===== src/rtl/pwm_slice.sv =====
module pwm_slice #(
  parameter int W = 16
) (
  input  logic         clk,
  input  logic         rst_n,
  input  logic         enable,
  input  logic         centre_mode,
  input  logic         wr_top,
  input  logic [W-1:0] top_din,
  input  logic         wr_a,
  input  logic [W-1:0] a_din,
  input  logic         wr_b,
  input  logic [W-1:0] b_din,
  output logic [W-1:0] count,
  output logic         out_a,
  output logic         out_b,
  output logic [W-1:0] top_rd,
  output logic [W-1:0] a_rd,
  output logic [W-1:0] b_rd
);

  localparam logic [W-1:0] ONE = W'(1);

  logic [W-1:0] cnt, act_top, act_a, act_b, sh_top, sh_a, sh_b;
  logic [W-1:0] nxt_cnt;
  logic         down, nxt_down, reload;

  wire [W-1:0] sh_top_n = wr_top ? top_din : sh_top;
  wire [W-1:0] sh_a_n   = wr_a   ? a_din   : sh_a;
  wire [W-1:0] sh_b_n   = wr_b   ? b_din   : sh_b;

  always_comb begin
    nxt_cnt  = cnt;
    nxt_down = down;
    reload   = 1'b0;
    if (!centre_mode) begin
      nxt_down = 1'b0;
      if (cnt >= act_top) begin
        nxt_cnt = '0;
        reload  = 1'b1;
      end else begin
        nxt_cnt = cnt + ONE;
      end
    end else if (!down && cnt < act_top) begin
      nxt_cnt = cnt + ONE;
    end else if (cnt == '0) begin
      nxt_down = 1'b0;
      reload   = 1'b1;
    end else begin
      nxt_cnt  = cnt - ONE;
      nxt_down = (cnt != ONE);
      reload   = (cnt == ONE);
    end
  end

  always_ff @(posedge clk or negedge rst_n) begin
    if (!rst_n) begin
      cnt     <= '0;
      down    <= 1'b0;
      sh_top  <= '1;
      sh_a    <= '0;
      sh_b    <= '0;
      act_top <= '1;
      act_a   <= '0;
      act_b   <= '0;
    end else begin
      sh_top <= sh_top_n;
      sh_a   <= sh_a_n;
      sh_b   <= sh_b_n;
      if (enable) begin
        cnt  <= nxt_cnt;
        down <= nxt_down;
        if (reload) begin
          act_top <= sh_top;
          act_a   <= sh_a;
          act_b   <= sh_b;
        end
      end else begin
        act_top <= sh_top_n;
        act_a   <= sh_a_n;
        act_b   <= sh_b_n;
      end
    end
  end

  assign count  = cnt;
  assign out_a  = cnt < act_a;
  assign out_b  = cnt < act_b;
  assign top_rd = sh_top;
  assign a_rd   = sh_a;
  assign b_rd   = sh_b;

endmodule


===== config.mk =====
export PLATFORM = sky130hd
export DESIGN_NAME = pwm_slice
export DESIGN_NICKNAME = d
export VERILOG_FILES = /design/src/rtl/pwm_slice.sv
export SDC_FILE = /design/constraint.sdc
export NUM_CORES = 1
export LEC_CHECK = 0
export ABC_AREA = 1
export BUFFER_PORTS_ARGS = -buffer_cell sky130_fd_sc_hd__clkbuf_2
export CAP_MARGIN = 30
export CORE_UTILIZATION = 56
export DETAILED_ROUTE_END_ITERATION = 10
export GPL_ROUTABILITY_DRIVEN = 0
export GPL_TIMING_DRIVEN = 0
export MAX_ROUTING_LAYER = met4
export PLACE_DENSITY = 0.79
export SKIP_LAST_GASP = 1
export SLEW_MARGIN = 30
export SYNTH_ARGS = -nofsm -noshare
export SYNTH_HDL_FRONTEND = slang
export SYNTH_SLANG_ARGS = --single-unit

===== constraint.sdc =====
create_clock -name clk -period 3.77 [get_ports clk]
set_clock_uncertainty 0.05 [all_clocks]
set_input_delay 0.5655 -clock clk [delete_from_list [all_inputs] [get_ports clk]]
set_output_delay 0.5655 -clock clk [all_outputs]
set_load 0.03 [all_outputs]

==> flow_summary.toml <==
[global_route]
track_usage_pct = 31.50
antenna_found_initial = 0
grt_pass1_wl_um = 30800
overflow = 0
grt_max_degree = 81
grt_pass1_vias = 6433

[final_layout]
fin_nets = 1233
fin_area_mm2 = 0.008673
drive_above_1_share_pct = 19.02
insertedDiodeCount = 0
area_delta_synth_final_pct = 20.43

[pwr]
p_per_area_mw_per_mm2 = 711.2
power.total_uw = 6168
clkPwrFrac_pct = 27.6
p_sw_uw = 2613
combPwrFrac_pct = 42.5
switching_share_pct = 42.37
p_int_uw = 3555
vdd_drop_max_uv = 447.9
p_leak_uw = 0.004727
seq_power_share_pct = 29.9

[detailed_routing]
wl_per_cell_um = 14.34
wl_um = 18830
vias_per_cell = 5.184
drc = 0
first_pass_iters = 5
ant_nets = 0
drt_iter0_markers = 683
vias = 6807

[sta]
rsz0062_at_grt = "no"
setup_tns_ns = 0
fmax_ghz = 0.3258
setup_slack_ns = 0.7007
setup_violations = 0
relSlewSlack_pct = 58.45
worst_pin_slew_ns = 0.6233
finalHoldViolations = 0
finalCriticalPeriod_ns = 3.069
fin_crit_sh_pct = 81.41
finalMaxSlewViolations = 0

[cts]
clock_latency_ns = 0.42
post_cts_buffers = 0
clock-root-buffer = "clkbuf_16"
clk_pin_slew_ns = 0.05
cts_num_sinks = 113
htree_levels = 4
clockBufferDepth = 2
cts_buffers = 17
cts_tree = "done"

[yosys]
synth_area_leaders = "dfrtp_1 28%, nand2_1 19%, dfstp_2 12%, ha_1 8.7%, o21ai_0 7.2%"
syn_avg_cell_area_um2 = 7.282
synth_top_cell_by_area = "dfrtp_1"
synth_most_common_cell = "nand2_1"
synthDominantCellAreaShare_pct = 28.14
synthTopCellsByCount = "356 x nand2_1, 123 x inv_1, 103 x o21ai_0"
synth_area_mm2 = 0.007202
synth_edf_count = 0
ys_async_sr_fraction_pct = 100.0
yosysSeqAreaShare_pct = 39.82
synth_cell_types = 40
synthFlopType = "dfrtp_1"
synth_seq_cells = 113
yosys_warnings = 0
synth_nets = 1094
syn_inst = 989

[setup_path]
endpoint_kind = "output port"
path_cells = "ha_1 -> a21oi_1 -> nor2_1 -> a211oi_1 -> o221ai_1 -> a21oi_1 -> clkbuf_2"
crit_path_max_incr_delay_ns = 0.68
critPathRequiredTime_ns = 3.15
critPathSlowestCell = "dfrtp_1"
cpMostUsedCell = "a21oi_1"
critPathBufInv = 1
reg2reg_slack_ns = 1.13
crit_fanout = 10
crit_type = "flop to output port"
start_kind = "flop"
crit_family = "compound AO/OA/AOI/OAI gates"
arrival_ns = 2.45

[placement]
place_hpwl_um = 13350
preCtsSetupSlack_ns = 1.150
io_buffers = 118
placed_cell_area_mm2 = 0.008044

[floorplan]
die_area_mm2 = 0.01332
initial_core_util_pct = 57.30
fp.dieW_um = 115.4
pin_count = 121
num_rows = 41
die_y_um = 115.4
coreArea_mm2 = 0.01257

[min_path]
holdCritPathClass = "input port to flop"

[status]
status = "finished clean"

[flow_run]
drv_cap = 0
-- per-layer routing --
metal	share of wire (%)	wire length, µm	track usage, %	up-vias
li1	-	-	-	3417
met1	45	8528	39.94	3137
met2	47	8874	50.06	224
met3	5.4	1014	5.746	29
met4	2.2	408	12.03	0
met5	0	0	-	-
-- timing repair --
action,in CTS,in global routing
hold buffers,1,0
gates resized for setup,0,0
endpoints found under the hold margin,15,0
-- cell usage in the layout, fill, tap and decap left out, types with 4 or more instances in the layout --
cell / netlist / layout
a21oi_1: 18 / 18
buf_2: 8 / 8
buf_6: 4 / 4
bufinv_16: 0 / 4
clkbuf_1: 22 / 24
clkbuf_16: 0 / 17
clkbuf_2: 1 / 118
clkinv_2: 0 / 6
dfrtp_1: 81 / 81
dfstp_2: 32 / 32
ha_1: 50 / 50
inv_1: 123 / 123
inv_2: 4 / 4
nand2_1: 356 / 356
nand3_1: 81 / 81
nand4_1: 5 / 5
nor2_1: 33 / 33
nor3_1: 9 / 9
o21ai_0: 103 / 103
xor2_1: 21 / 21
-- power by group through the flow --
stage	sequential, µW	clock (µW)	combinational [µW]
final	1840	1700	2620
after global routing	1870	1780	2970
after CTS	1840	1730	2620
after detailed placement	1850	0	2570
after global placement	1840	0	2510
after floorplan	1930	0	1760
-- registers in the layout, summed over array words and instances (netlist names) --
signal and cells:
b_rd 16, count 16, top_rd 16, act_a 16, a_rd 16, act_b 16
down 1, act_top 16
-- stage by stage --
step	hold WS, ns	std cells	utilization, %
6_report	0.3329	1313	69.01
4_1_cts	0.3176	1313	69.01
5_1_grt	0.3502	1313	69.01
3_3_place_gp	0.4230	1279	63.71
2_1_floorplan	0.2199	989	-
3_5_place_dp	0.4249	1280	64.00
-- layout make-up --
class	instances	area, µm²
flip-flops and latches	113	2868
repair buffers	120	636.9
well taps	172	215.2
inverters	128	480.5
plain buffers	43	244.0
clock inverters	11	158.9
multi-input cells	705	3610
fillers	1072	3895
clock buffers	21	460.4
-- tightest hold or removal path, stage by stage --
cell	delay [ns]
clkbuf_2	0.08
nand2_1	0.05
o21ai_0	0.10
-- worst paths after layout --
path                             start    endpoint  cells past startpoint
max                           count[9]       out_b                      7
min                        top_din[11]  top_rd[11]                      3
max reg2reg                   count[9]    act_b[0]                     15
min in group asynchronous        rst_n    count[6]                      2
max in group asynchronous        rst_n   top_rd[7]                      3
min reg2reg                 act_top[3]  act_top[3]                      2
-- kinds of logic (layout without fill, tap and decap cells) --
| kind of cell | count (synthesis) | count (layout) | share of synthesized area, % |
|---|---|---|---|
| xor gates and xnor gates | 21 | 21 | 2.554 |
| AOI/OAI and AO/OA | 133 | 133 | 9.677 |
| and+or+nand+nor | 501 | 501 | 29.20 |
| DFF | 113 | 113 | 39.82 |
| adders and majority gates | 50 | 50 | 8.687 |
| buffers and inverters | 171 | 323 | 10.06 |
(Power assumes the default switching activity.)
